### config.mk
export PLATFORM = sky130hd
export DESIGN_NAME = mbox_doorbell
export DESIGN_NICKNAME = d
export VERILOG_FILES = /design/src/rtl/mbox_pkg.sv /design/src/rtl/mbox_ctrl.sv /design/src/rtl/mbox_datapath.sv /design/src/rtl/mbox_doorbell.sv
export SDC_FILE = /design/constraint.sdc
export NUM_CORES = 1
export LEC_CHECK = 0
export BUFFER_PORTS_ARGS = -buffer_cell sky130_fd_sc_hd__buf_2
export CAP_MARGIN = 5
export CORE_AREA = 2 2 172 174
export CTS_CLUSTER_DIAMETER = 120
export CTS_CLUSTER_SIZE = 24
export DETAILED_ROUTE_END_ITERATION = 7
export DIE_AREA = 0 0 174 176
export HOLD_SLACK_MARGIN = 0.08
export MAX_ROUTING_LAYER = met4
export PLACE_DENSITY = 0.66
export SYNTH_ARGS = -nofsm -noshare
export SYNTH_HDL_FRONTEND = slang
export SYNTH_SLANG_ARGS = --single-unit
### constraint.sdc
create_clock -name clk -period 1.81 [get_ports clk]
set_input_delay 0.181 -clock clk [delete_from_list [all_inputs] [get_ports clk]]
set_output_delay 0.181 -clock clk [all_outputs]
set_load 0.02 [all_outputs]
### src/rtl/mbox_pkg.sv
package mbox_pkg;

  localparam int LINKS    = 3;
  localparam int SEC_LINK = 2;
  localparam int MAP_W    = 12;

  localparam logic [MAP_W-1:0] TX_SHIFT = 12'h100;
  localparam logic [MAP_W-1:0] OFF_STAT = 12'h000;
  localparam logic [MAP_W-1:0] OFF_SET  = 12'h008;
  localparam logic [MAP_W-1:0] OFF_CLR  = 12'h010;

  // receive-window base of each link; transmit window is TX_SHIFT above
  function automatic logic [MAP_W-1:0] linkBase(input int idx);
    case (idx)
      0:       return 12'h000;
      1:       return 12'h020;
      default: return 12'h200;
    endcase
  endfunction

  typedef struct packed {
    logic [LINKS-1:0] lSetRx;
    logic [LINKS-1:0] lClrRx;
    logic [LINKS-1:0] lSetTx;
    logic [LINKS-1:0] lClrTx;
    logic [LINKS-1:0] rSetRx;
    logic [LINKS-1:0] rClrTx;
    logic [LINKS-1:0] lRdRx;
    logic [LINKS-1:0] lRdTx;
    logic [LINKS-1:0] rRdRx;
    logic [LINKS-1:0] rRdTx;
  } mbStrobe_t;

endpackage

### src/rtl/mbox_ctrl.sv
module mbox_ctrl
  import mbox_pkg::*;
#(
  parameter int ADDR_W = 12
) (
  input  logic              apbSel,
  input  logic              apbEnable,
  input  logic              apbWrite,
  input  logic [2:0]        apbProt,
  input  logic [ADDR_W-1:0] apbAddr,
  input  logic              rmtWe,
  input  logic [ADDR_W-1:0] rmtAddr,
  output mbStrobe_t         strb,
  output logic              apbSlvErr
);

  logic access;
  logic [LINKS-1:0] lSetRx, lClrRx, lSetTx, lClrTx;
  logic [LINKS-1:0] rSetRx, rClrTx;
  logic [LINKS-1:0] lRdRx, lRdTx, rRdRx, rRdTx;
  logic [LINKS-1:0] errVec;

  assign access = apbSel & apbEnable;

  for (genvar i = 0; i < LINKS; i++) begin : g_link
    localparam logic [MAP_W-1:0] RXB = linkBase(i);
    localparam logic [MAP_W-1:0] TXB = RXB + TX_SHIFT;

    logic guarded;
    logic hitRxSt, hitRxSet, hitRxClr;
    logic hitTxSt, hitTxSet, hitTxClr;
    logic anyHit, locOk;

    if (i == SEC_LINK) begin : g_sec
      assign guarded = apbProt[1];
    end else begin : g_open
      assign guarded = 1'b0;
    end

    assign hitRxSt  = (apbAddr == ADDR_W'(RXB + OFF_STAT));
    assign hitRxSet = (apbAddr == ADDR_W'(RXB + OFF_SET));
    assign hitRxClr = (apbAddr == ADDR_W'(RXB + OFF_CLR));
    assign hitTxSt  = (apbAddr == ADDR_W'(TXB + OFF_STAT));
    assign hitTxSet = (apbAddr == ADDR_W'(TXB + OFF_SET));
    assign hitTxClr = (apbAddr == ADDR_W'(TXB + OFF_CLR));
    assign anyHit   = hitRxSt | hitRxSet | hitRxClr | hitTxSt | hitTxSet | hitTxClr;
    assign locOk    = access & ~guarded;

    assign lSetRx[i] = locOk & apbWrite & hitRxSet;
    assign lClrRx[i] = locOk & apbWrite & hitRxClr;
    assign lSetTx[i] = locOk & apbWrite & hitTxSet;
    assign lClrTx[i] = locOk & apbWrite & hitTxClr;
    assign lRdRx[i]  = locOk & ~apbWrite & hitRxSt;
    assign lRdTx[i]  = locOk & ~apbWrite & hitTxSt;
    assign errVec[i] = access & guarded & anyHit;

    // remote view is mirrored: its transmit window feeds our receive word
    assign rSetRx[i] = rmtWe & (rmtAddr == ADDR_W'(TXB + OFF_SET));
    assign rClrTx[i] = rmtWe & (rmtAddr == ADDR_W'(RXB + OFF_CLR));
    assign rRdTx[i]  = (rmtAddr == ADDR_W'(RXB + OFF_STAT));
    assign rRdRx[i]  = (rmtAddr == ADDR_W'(TXB + OFF_STAT));
  end

  always_comb begin
    strb.lSetRx = lSetRx;
    strb.lClrRx = lClrRx;
    strb.lSetTx = lSetTx;
    strb.lClrTx = lClrTx;
    strb.rSetRx = rSetRx;
    strb.rClrTx = rClrTx;
    strb.lRdRx  = lRdRx;
    strb.lRdTx  = lRdTx;
    strb.rRdRx  = rRdRx;
    strb.rRdTx  = rRdTx;
  end

  assign apbSlvErr = |errVec;

endmodule

### src/rtl/mbox_datapath.sv
module mbox_datapath
  import mbox_pkg::*;
#(
  parameter int DATA_W = 32
) (
  input  logic                          clk,
  input  logic                          rstN,
  input  mbStrobe_t                     strb,
  input  logic [DATA_W-1:0]             locWdata,
  input  logic [DATA_W-1:0]             rmtWdata,
  output logic [LINKS-1:0][DATA_W-1:0]  rxStat,
  output logic [LINKS-1:0][DATA_W-1:0]  txStat,
  output logic [LINKS-1:0]              irq,
  output logic [DATA_W-1:0]             locRdata,
  output logic [DATA_W-1:0]             rmtRdata
);

  for (genvar i = 0; i < LINKS; i++) begin : g_word
    logic [DATA_W-1:0] setRx, clrRx, setTx, clrTx;

    always_comb begin
      setRx = ({DATA_W{strb.lSetRx[i]}} & locWdata) | ({DATA_W{strb.rSetRx[i]}} & rmtWdata);
      clrRx = ({DATA_W{strb.lClrRx[i]}} & locWdata);
      setTx = ({DATA_W{strb.lSetTx[i]}} & locWdata);
      clrTx = ({DATA_W{strb.lClrTx[i]}} & locWdata) | ({DATA_W{strb.rClrTx[i]}} & rmtWdata);
    end

    always_ff @(posedge clk or negedge rstN) begin
      if (!rstN) begin
        rxStat[i] <= '0;
        txStat[i] <= '0;
        irq[i]    <= 1'b0;
      end else begin
        rxStat[i] <= (rxStat[i] | setRx) & ~clrRx;
        txStat[i] <= (txStat[i] | setTx) & ~clrTx;
        irq[i]    <= |rxStat[i];
      end
    end
  end

  always_comb begin
    locRdata = '0;
    rmtRdata = '0;
    for (int i = 0; i < LINKS; i++) begin
      locRdata |= ({DATA_W{strb.lRdRx[i]}} & rxStat[i]) | ({DATA_W{strb.lRdTx[i]}} & txStat[i]);
      rmtRdata |= ({DATA_W{strb.rRdRx[i]}} & rxStat[i]) | ({DATA_W{strb.rRdTx[i]}} & txStat[i]);
    end
  end

endmodule

### src/rtl/mbox_doorbell.sv
module mbox_doorbell
  import mbox_pkg::*;
#(
  parameter int DATA_W = 32,
  parameter int ADDR_W = 12
) (
  input  logic              clk,
  input  logic              rstN,
  input  logic              apbSel,
  input  logic              apbEnable,
  input  logic              apbWrite,
  input  logic [2:0]        apbProt,
  input  logic [ADDR_W-1:0] apbAddr,
  input  logic [DATA_W-1:0] apbWdata,
  output logic [DATA_W-1:0] apbRdata,
  output logic              apbReady,
  output logic              apbSlvErr,
  input  logic              rmtWe,
  input  logic [ADDR_W-1:0] rmtAddr,
  input  logic [DATA_W-1:0] rmtWdata,
  output logic [DATA_W-1:0] rmtRdata,
  output logic [LINKS-1:0]  irq
);

  mbStrobe_t                    strb;
  logic [LINKS-1:0][DATA_W-1:0] rxStat;
  logic [LINKS-1:0][DATA_W-1:0] txStat;

  assign apbReady = 1'b1;

  mbox_ctrl #(.ADDR_W(ADDR_W)) u_ctrl (
    .apbSel    (apbSel),
    .apbEnable (apbEnable),
    .apbWrite  (apbWrite),
    .apbProt   (apbProt),
    .apbAddr   (apbAddr),
    .rmtWe     (rmtWe),
    .rmtAddr   (rmtAddr),
    .strb      (strb),
    .apbSlvErr (apbSlvErr)
  );

  mbox_datapath #(.DATA_W(DATA_W)) u_dp (
    .clk      (clk),
    .rstN     (rstN),
    .strb     (strb),
    .locWdata (apbWdata),
    .rmtWdata (rmtWdata),
    .rxStat   (rxStat),
    .txStat   (txStat),
    .irq      (irq),
    .locRdata (apbRdata),
    .rmtRdata (rmtRdata)
  );

endmodule

==> metrics <==
outcome finished with violations; failing checks negative setup slack; H-tree depth 4; largest cells by area after synthesis dfrtp_1, a221oi_2, a21oi_1, a221oi_1, mux2i_1; power after layout 9.592 mW; vias 14.11k; worst endpoint required time 1630 ps; final wirelength 57220 um; Worst path slowest cell a222oi_1; Fin Setup TNS -13530 ps; Buffers on Ports 162; post-synth top area share 38.21%; GRT Total Usage 37.19%; hold slack 88.57 ps; first-pass detailed-route iteration total 7; area of the multi-input gates 7571 sq um; Ports 166; Critical Path Max Stage Delay 560 ps; CTS sink count 195; First DRT Iteration DRCs 2118; critical path data arrival time 1980 ps; Synth cell types 47; placed insts 1803; Die Span X 174 um; syn nets 1328; Synth warnings 0; first-pass GRT wire length 84150 um; CP Capture Type output port; RSZ-0062 raised after global routing yes; Post-Syn Area 12770 sq um; VDD IR max 0.5644 mV; Rel. slew slack 58.11%; DRC Markers 0; Max Clock Freq 462.6 MHz; clk slew on worst S/H paths 70 ps; Async SR Flop Fraction 100.0%; Core Area 28550 sq um; worst r2r path cells 5; root buffer cell clkbuf_16; post-detailed-route count of antenna-violating nets 0; sequential area share after synthesis 38.21%; total CTS buffers 17; hpwl dp 37060 um; fin worst setup slack -351.6 ps; crit-path max FO 2; Final min period 2162 ps; Final Non-Filler Cells 1942; clk buf depth 2; largest net degree at the start of global routing 48; die height 176 um; initial antenna violation count 0; #FFs+latches synth 195; Final #Nets 1643; Final Core Density 62.21%; vias in the first global route 13.81k; layout cells sized above 1 41.98%; CTS tree done; Setup Skew 8.958 ps; pwr/cell area 540.1 nW/um^2; die area 30620 sq um; GR Overflow Total 0; worst path cell trace mux2i_1, o22ai_1, a222oi_1, inv_1, buf_6; DP Area 15160 sq um; crit path launch type flip-flop; final instance area 17760 sq um; Synth area leader dfrtp_1; Final setup viols 66; FF+latch area 4883 sq um; Avg Cell Area, Syn 10.37 sq um; Hold Path Class input pin to flip-flop; layout overhead on the synthesized area 39.06%; Skew-Pair Late Insertion Delay 450 ps; Mapped Cells 1231; pre-CTS setup slack -347.6 ps; flop-to-flop setup slack -40 ps; crit path kind flip-flop to output port; EDFF count, synth 0; most used flip-flop cell after synthesis dfrtp_1; WL per Instance 29.47 um; Rows 62; Slew @ Worst Pin 628.3 ps; Final period util 119.4%; Hold Path Depth 2; vias per cell 7.264; Hold Fails Final Rpt 0; max_cap viols 0; # diodes 0; Static Leakage 7.884 nW; Initial Util 44.74%; GP Congestion 0.9916; filler cell count in the final layout 2289; Final Slew Violations 0
## kinds of logic after synthesis
| group | Yosys count | share of synthesized area (%) |
|---|---|---|
| other | 1 | 0.02936 |
| multiplexers | 99 | 9.131 |
| flip-flops | 195 | 38.21 |
| AO/OA/AOI/OAI | 525 | 33.01 |
| buffers and inverters | 157 | 7.211 |
| AND/OR/NAND/NOR | 254 | 12.41 |
## synth_stat cells (3+ instances only)
master / instances
a22oi_1: 56
nor3_1: 5
nand4_1: 8
clkbuf_4: 30
a21oi_1: 193
buf_2: 50
o221ai_1: 5
nor2b_1: 17
or4b_1: 5
a221oi_1: 109
or4_1: 4
o22a_1: 14
buf_1: 9
inv_1: 6
dfrtp_1: 195
mux4_2: 14
a221o_1: 14
a221oi_2: 83
o22ai_1: 35
nor2_1: 39
a222oi_1: 3
nor4_4: 12
nand2_1: 41
nor4_2: 6
o21ai_0: 11
clkbuf_1: 31
or2_2: 3
nand3_1: 72
buf_6: 12
nor4_1: 25
buf_4: 17
mux2i_1: 85
## report_power, final
group | switching, mW | internal, mW
registers | 0.0194 | 4.38
clock network | 1.89 | 2.14
logic | 0.740 | 0.429
total | 2.65 | 6.94
## placed cells by master (no fill, tap or decap), types with 27 or more instances in the layout
cell,count
nand2_1,35
a221oi_1,109
a22oi_2,27
buf_6,87
dlygate4sd3_1,40
nand3_1,63
nor2_1,36
a22oi_1,29
buf_12,43
a21oi_1,192
dfrtp_1,192
mux2i_1,85
a221oi_2,83
buf_2,86
o22ai_1,35
buf_4,183
## repair_timing
item,4_1_cts,5_1_grt
hold endpoints to repair,148,0
cloned,1,2
setup endpoints to repair,64,69
pin swaps,48,37
gates resized for setup,211,56
buffers inserted,54,13
hold buffers,40,0
## worst paths after layout
check / start / endpoint
setup / recovery: u_dp.txStat[49] / rmtRdata[17]
hold / removal: apbWdata[15] / u_dp.txStat[79]
setup reg to reg: u_dp.rxStat[62] / u_dp.irq[1]
hold reg to reg: u_dp.rxStat[26] / u_dp.rxStat[26]
max in group asynchronous: rstN / u_dp.txStat[29]
min in group asynchronous: rstN / u_dp.txStat[57]
## routing by layer
metal  share of wire (%)  up-vias  track usage [%]
li1                    -     5647                -
met1                  37     6794            46.63
met2                  44     1351            55.69
met3                  13      315            8.829
met4                 6.6        0            20.34
met5                   0        -                -
## final cells by class
cell class                      count  area share (%)
Clock inverter                     12          0.7891
Sequential cell                   195           27.50
Timing Repair Buffer              447           23.70
Multi-Input combinational cell    879           42.63
Tap cell                          384           2.705
Inverter                            6          0.1268
Clock buffer                       19           2.550
## worst max-delay path, delay by kind of cell, from the launching register on
family                 cells  cell delay [ps]
AO/OA/AOI/OAI              2              660
buffers and inverters      2              280
flip-flops                 1              420
multiplexers               1              180
## flip-flops by register name, indices dropped and copies added (netlist names)
| name | count |
|---|---|
| u_dp.rxStat | 96 |
| u_dp.txStat | 96 |
| u_dp.irq | 3 |
No activity file was read; power rests on OpenSTA's default activity.
